==> config.mk <==
export PLATFORM = sky130hd
export DESIGN_NAME = act_monitor
export DESIGN_NICKNAME = d
export VERILOG_FILES = /design/src/rtl/act_pkg.sv /design/src/rtl/act_timer.sv /design/src/rtl/act_channel.sv /design/src/rtl/act_monitor.sv
export SDC_FILE = /design/constraint.sdc
export NUM_CORES = 2
export LEC_CHECK = 0
export BUFFER_PORTS_ARGS = -buffer_cell sky130_fd_sc_hd__buf_2
export CORE_AREA = 2 2 320 322
export CTS_CLUSTER_DIAMETER = 200
export CTS_CLUSTER_SIZE = 28
export DETAILED_ROUTE_END_ITERATION = 6
export DIE_AREA = 0 0 322 324
export PLACE_DENSITY = 0.66
export SLEW_MARGIN = 0
export SYNTH_ARGS = -nofsm -noshare
export SYNTH_HDL_FRONTEND = slang
export SYNTH_HIERARCHICAL = 1
export SYNTH_SLANG_ARGS = --single-unit
export TNS_END_PERCENT = 100
==> constraint.sdc <==
create_clock -name clk -period 14.55 [get_ports clk]
set_input_delay 2.1825 -clock clk [delete_from_list [all_inputs] [get_ports clk]]
set_output_delay 2.1825 -clock clk [all_outputs]
set_load 0.01 [all_outputs]
==> src/rtl/act_pkg.sv <==
package act_pkg;
  localparam int unsigned DW     = 32;
  localparam int unsigned NUM_CH = 2;
  localparam int unsigned K_W    = 3;
  localparam int unsigned RUN_W  = 3;

  // register offsets inside a channel window
  localparam logic [5:0] OFF_CTRL  = 6'h00;
  localparam logic [5:0] OFF_UPPER = 6'h04;
  localparam logic [5:0] OFF_LOWER = 6'h08;
  localparam logic [5:0] OFF_INIT  = 6'h0C;
  localparam logic [5:0] OFF_AUP   = 6'h10;
  localparam logic [5:0] OFF_ALO   = 6'h14;
  localparam logic [5:0] OFF_WT    = 6'h18;
  localparam logic [5:0] OFF_AVG   = 6'h20;
  localparam logic [5:0] OFF_STS   = 6'h24;

  // control word bit positions
  localparam int unsigned B_K    = 10;
  localparam int unsigned B_PER  = 18;
  localparam int unsigned B_AVLO = 20;
  localparam int unsigned B_AVHI = 21;
  localparam int unsigned B_RLO  = 23;
  localparam int unsigned B_RHI  = 26;
  localparam int unsigned B_CLO  = 29;
  localparam int unsigned B_CHI  = 30;
  localparam int unsigned B_ENB  = 31;

  // status bit positions (contiguous block at the top)
  localparam int unsigned S_LOW  = 28;
  localparam int unsigned GSTAT_TOP = 26;
endpackage

==> src/rtl/act_timer.sv <==
module act_timer #(
  parameter int unsigned PER_W = 16
) (
  input  logic             clk,
  input  logic             rst_n,
  input  logic             tick,
  input  logic             per_we,
  input  logic [PER_W-1:0] per_wdata,
  output logic [PER_W-1:0] per_q,
  output logic             period_end
);
  logic [PER_W-1:0] cnt_q, cnt_d;

  always_comb begin
    period_end = tick && (cnt_q >= per_q);
    cnt_d = cnt_q;
    if (tick) cnt_d = period_end ? '0 : cnt_q + PER_W'(1);
  end

  always_ff @(posedge clk or negedge rst_n) begin
    if (!rst_n) begin
      cnt_q <= '0;
      per_q <= '0;
    end else begin
      cnt_q <= cnt_d;
      if (per_we) per_q <= per_wdata;
    end
  end
endmodule

==> src/rtl/act_channel.sv <==
module act_channel
  import act_pkg::*;
(
  input  logic          clk,
  input  logic          rst_n,
  input  logic          period_end,
  input  logic          pulse,
  input  logic          wr_en,
  input  logic [5:0]    off,
  input  logic [DW-1:0] wdata,
  output logic [DW-1:0] rdata,
  output logic          pending,
  output logic [DW-1:0] ctrl_o,
  output logic [DW-1:0] avg_o,
  output logic [DW-1:0] sts_o
);
  logic [DW-1:0] ctrl_q, up_q, lo_q, aup_q, alo_q, wt_q, avg_q, acc_q;
  logic [DW-1:0] acc_d, avg_d, sample, avg_new;
  logic [3:0]    sts_q, sts_d, set_v, clr_v, en_v;
  logic [RUN_W-1:0] hi_cnt_q, lo_cnt_q, hi_cnt_d, lo_cnt_d;
  logic [RUN_W:0]   hi_next, lo_next, hi_len, lo_len;
  logic [K_W:0]     shamt;
  logic signed [DW:0] diff, step;
  logic active, close, above, below, hi_hit, lo_hit;

  always_comb begin
    active  = ctrl_q[B_ENB] & ctrl_q[B_PER];
    close   = active & period_end;
    sample  = acc_q + (pulse ? wt_q : '0);
    acc_d   = !active ? '0 : (close ? '0 : (pulse ? acc_q + wt_q : acc_q));
    shamt   = {1'b0, ctrl_q[B_K +: K_W]} + (K_W+1)'(1);
    diff    = $signed({1'b0, sample}) - $signed({1'b0, avg_q});
    step    = diff >>> shamt;
    avg_new = avg_q + step[DW-1:0];
    avg_d   = avg_q;
    if (wr_en && off == OFF_INIT) avg_d = wdata;
    else if (close)               avg_d = avg_new;

    above   = sample > up_q;
    below   = sample < lo_q;
    hi_next = {1'b0, hi_cnt_q} + (RUN_W+1)'(1);
    lo_next = {1'b0, lo_cnt_q} + (RUN_W+1)'(1);
    hi_len  = {1'b0, ctrl_q[B_RHI +: RUN_W]} + (RUN_W+1)'(1);
    lo_len  = {1'b0, ctrl_q[B_RLO +: RUN_W]} + (RUN_W+1)'(1);
    hi_hit  = close & above & (hi_next == hi_len);
    lo_hit  = close & below & (lo_next == lo_len);
    hi_cnt_d = hi_cnt_q;
    lo_cnt_d = lo_cnt_q;
    if (!active) begin
      hi_cnt_d = '0;
      lo_cnt_d = '0;
    end else if (close) begin
      hi_cnt_d = (above && !hi_hit) ? hi_next[RUN_W-1:0] : '0;
      lo_cnt_d = (below && !lo_hit) ? lo_next[RUN_W-1:0] : '0;
    end

    en_v  = {ctrl_q[B_CHI], ctrl_q[B_CLO], ctrl_q[B_AVHI], ctrl_q[B_AVLO]};
    set_v = {hi_hit, lo_hit, close & (avg_new > aup_q), close & (avg_new < alo_q)} & en_v;
    clr_v = (wr_en && off == OFF_STS) ? wdata[DW-1:S_LOW] : 4'b0;
    sts_d = (sts_q & ~clr_v) | set_v;
    pending = |(sts_q & en_v);
  end

  always_comb begin
    unique case (off)
      OFF_CTRL:  rdata = ctrl_q;
      OFF_UPPER: rdata = up_q;
      OFF_LOWER: rdata = lo_q;
      OFF_AUP:   rdata = aup_q;
      OFF_ALO:   rdata = alo_q;
      OFF_WT:    rdata = wt_q;
      OFF_AVG:   rdata = avg_q;
      OFF_STS:   rdata = sts_o;
      default:   rdata = '0;
    endcase
  end

  assign ctrl_o = ctrl_q;
  assign avg_o  = avg_q;
  assign sts_o  = {sts_q, {S_LOW{1'b0}}};

  always_ff @(posedge clk or negedge rst_n) begin
    if (!rst_n) begin
      ctrl_q <= '0; up_q <= '0; lo_q <= '0; aup_q <= '0; alo_q <= '0;
      wt_q <= '0; avg_q <= '0; acc_q <= '0; sts_q <= '0;
      hi_cnt_q <= '0; lo_cnt_q <= '0;
    end else begin
      if (wr_en && off == OFF_CTRL)  ctrl_q <= wdata;
      if (wr_en && off == OFF_UPPER) up_q   <= wdata;
      if (wr_en && off == OFF_LOWER) lo_q   <= wdata;
      if (wr_en && off == OFF_AUP)   aup_q  <= wdata;
      if (wr_en && off == OFF_ALO)   alo_q  <= wdata;
      if (wr_en && off == OFF_WT)    wt_q   <= wdata;
      avg_q    <= avg_d;
      acc_q    <= acc_d;
      sts_q    <= sts_d;
      hi_cnt_q <= hi_cnt_d;
      lo_cnt_q <= lo_cnt_d;
    end
  end
endmodule

==> src/rtl/act_monitor.sv <==
module act_monitor
  import act_pkg::*;
#(
  parameter int unsigned ADDR_W  = 12,
  parameter int unsigned PER_W   = 16,
  parameter logic [11:0] CH0_BASE = 12'h1C0,
  parameter logic [11:0] CH1_BASE = 12'h200
) (
  input  logic              clk,
  input  logic              rst_n,
  input  logic              bus_sel,
  input  logic              bus_we,
  input  logic [ADDR_W-1:0] bus_addr,
  input  logic [DW-1:0]     bus_wdata,
  output logic [DW-1:0]     bus_rdata,
  input  logic [NUM_CH-1:0] act_pulse,
  input  logic              ms_tick,
  output logic              irq
);
  localparam logic [ADDR_W-1:0] A_GSTAT = '0;
  localparam logic [ADDR_W-1:0] A_PER   = ADDR_W'(4);

  logic [PER_W-1:0] per_q;
  logic period_end, per_we;
  logic [NUM_CH-1:0] hit, pend;
  logic [NUM_CH-1:0][DW-1:0] ch_rd, ch_ctrl, ch_avg, ch_sts;
  logic [DW-1:0] gstat;

  assign per_we = bus_sel & bus_we & (bus_addr == A_PER);

  act_timer #(.PER_W(PER_W)) u_timer (
    .clk(clk), .rst_n(rst_n), .tick(ms_tick), .per_we(per_we),
    .per_wdata(bus_wdata[PER_W-1:0]), .per_q(per_q), .period_end(period_end)
  );

  for (genvar g = 0; g < NUM_CH; g++) begin : g_ch
    localparam logic [11:0] BASE = (g == 0) ? CH0_BASE : CH1_BASE;
    assign hit[g] = (bus_addr[ADDR_W-1:6] == BASE[ADDR_W-1:6]);
    act_channel u_ch (
      .clk(clk), .rst_n(rst_n), .period_end(period_end), .pulse(act_pulse[g]),
      .wr_en(bus_sel & bus_we & hit[g]), .off(bus_addr[5:0]), .wdata(bus_wdata),
      .rdata(ch_rd[g]), .pending(pend[g]), .ctrl_o(ch_ctrl[g]),
      .avg_o(ch_avg[g]), .sts_o(ch_sts[g])
    );
  end

  always_comb begin
    gstat = '0;
    for (int i = 0; i < NUM_CH; i++) gstat[GSTAT_TOP-i] = pend[i];
    bus_rdata = '0;
    if (bus_addr == A_GSTAT)    bus_rdata = gstat;
    else if (bus_addr == A_PER) bus_rdata = DW'(per_q);
    else
      for (int i = 0; i < NUM_CH; i++)
        if (hit[i]) bus_rdata = ch_rd[i];
  end

  assign irq = |pend;
endmodule

==> impl_metrics.yaml <==
sta:
  skew_ns: 0.0617
  hold_viol_final: 0
  setup_viol_count_final: 0
  clock.fmax_mhz: 79.7
  timing.hold.ws_ns: 0.513
  rsz0062_at_grt: "no"
  period_needed_ns: 12.54
  layout_worst_path_cycle_share_pct: 86.2
  relSlewSlack_pct: 19.7
  setup-tns-final_ns: 0
  fin_ws_ns: 2.01
  worst-slew-pin-transition_ns: 1.20
  slew_violations: 0
worst_setup_path:
  required_ns: 15.10
  critPathKind: "primary input to flip-flop"
  cp_max_fo: 9
  cpMaxStageDelayCell: "xor2_1"
  end_kind: "flip-flop"
  r2r_start: "g_ch[1].u_ch/wt_q[0]"
  cpPeakStageDelay_ns: 0.75
  crit_path_start: "act_pulse[1]"
  cp-start-kind: "primary input"
  cp_top_family: "compound AO/OA/AOI/OAI gates"
  cp.arrival_ns: 13.09
  crit_top_cell: "a21o_1"
  critical_path_buf_inv_count: 1
floorplanning:
  die-area_um2: 104000
  die_y_um: 324
  start_util_pct: 49.3
  die_w_um: 322
  io_pins: 84
  core-area_um2: 101000
  placementRows: 117
route:
  drt_iter0_drc: 5246
  ant_nets: 0
  wl_mm: 178
  vias_per_cell: 6.50
  dr.pass1.iters: 7
  drc_errors: 0
  drt-wirelength-per-cell_um: 26.0
  vias: 44470
cells_and_area:
  layout.cells.non_filler: 6838
  nets: 6112
  final_cell_mix: "dfrtp_1, ha_1, mux2_2"
  area_delta_synth_final_pct: 4.67
  layout-drive-gt1-share_pct: 12.7
  fin_util_pct: 51.6
  fillers: 9642
  final_common_cell: "dfrtp_1"
  multiInputGateArea_um2: 33300
  register_area_um2: 14100
global_routing:
  grt_max_degree: 149
  grt_pass1_vias: 41178
  grt.overflow.total: 0
  antenna_found_initial: 9
  grtUsageTotal_pct: 33.5
  grt_pass1_wl_mm: 266
placed_design:
  hpwl_mm: 137
  globalplace.congestion: 0.996
  pre_cts_ws_ns: 1.78
  port_buffers: 83
  dpl.cell_count: 6807
clock_tree:
  clock-sinks: 564
  cts-htree-levels: 1
  root_buffer: "clkbuf_16"
  cts_buffers: 24
  clk_pin_slew_ns: 0.12
  post_cts_buffers: 0
  cts_resized: 0
  clkLatencyLatePin_ns: 0.66
  cts_buffer_depth: 3
  hold_buffers: 0
  cts_tree: "built"
power_and_ir_drop:
  pwr_density_cell_nw_per_um2: 54.5
  p_leak_nw: 25.5
  peakVddDrop_mv: 0.0972
synth:
  syn_inst: 5587
  synth_area_um2: 49800
  synth_fp_nets: 6175
  avgSynthCellArea_um2: 8.91
  yosys_warnings: 6
hold_path:
  hold_start: "g_ch[0].u_ch/ctrl_o[4]"
  hold_path.class: "flip-flop to flip-flop"
status:
  status: "finished, final reports clean"
job:
  maxCapViolCount: 0
## layer usage
| metal | part of all wire [%] | wire length (um) | global-route usage (%) | up-vias |
|---|---|---|---|---|
| met1 | 46 | 81200 | 49.9 | 21844 |
| met3 | 10 | 18200 | 7.57 | 295 |
| met4 | 3.3 | 5800 | 9.38 | 8 |
| met2 | 41 | 72700 | 48.2 | 1990 |
| li1 | - | - | - | 20333 |
| met5 | 0.022 | 40 | 0 | - |
## path summary, 6_finish.rpt
path	end	depth (start not counted)	slack (ns)
min reg2reg	g_ch[0].u_ch/ctrl_o[4]	2	0.51
min	g_ch[0].u_ch/ctrl_o[4]	2	0.51
min in group asynchronous	g_ch[1].u_ch/acc_q[7]	1	1.55
max reg2reg	g_ch[1].u_ch/sts_q[0]	40	3.26
max	g_ch[1].u_ch/sts_q[0]	41	2.01
max in group asynchronous	g_ch[0].u_ch/up_q[31]	3	10.55
## power by group
| part | internal, W | switching (W) |
|---|---|---|
| sequential | 0.00158 | 0.0000151 |
| clock | 0.000307 | 0.000555 |
| combinational | 0.000122 | 0.000266 |
## worst register-to-register path, delay by kind of cell (launching register included)
kind | cells | cell delay [ns]
flip-flops | 1 | 0.43
multiplexers | 2 | 0.76
adder cells (fa/ha/maj) | 5 | 1.88
AO/OA/AOI/OAI | 26 | 5.79
AND/OR/NAND/NOR | 5 | 1.24
XOR/XNOR | 2 | 1.13
## through the flow
stage	power (W)	cell area, um2
floorplan	0.00182	49800
global placement	0.00199	51500
detailed placement	0.00200	51500
CTS	0.00285	52100
global route	0.00293	52100
finish	0.00284	52100
## flip-flops by register name (all words and copies together) (netlist names)
| register | cells |
|---|---|
| u_timer/per_q | 16 |
| g_ch.u_ch/acc_q | 64 |
| g_ch.u_ch/lo_q | 64 |
| g_ch.u_ch/hi_cnt_q | 6 |
| g_ch.u_ch/wt_q | 64 |
| g_ch.u_ch/up_q | 64 |
| g_ch.u_ch/sts_q | 8 |
| g_ch.u_ch/lo_cnt_q | 6 |
| g_ch.u_ch/aup_q | 64 |
| u_timer/cnt_q | 16 |
| g_ch.u_ch/avg_o | 64 |
| g_ch.u_ch/ctrl_o | 64 |
| g_ch.u_ch/alo_q | 64 |
## layout make-up
| type | count | share of cell area, % |
|---|---|---|
| antenna | 2 | 0.00960 |
| clock buffer | 25 | 1.16 |
| clock inverter | 4 | 0.0864 |
| inverter | 410 | 2.95 |
| multi-input combinational | 4380 | 63.8 |
| sequential | 564 | 27.1 |
| tap | 1309 | 3.14 |
| timing repair buffer | 144 | 1.72 |
Note: power is estimated with default switching activity, not from simulation.
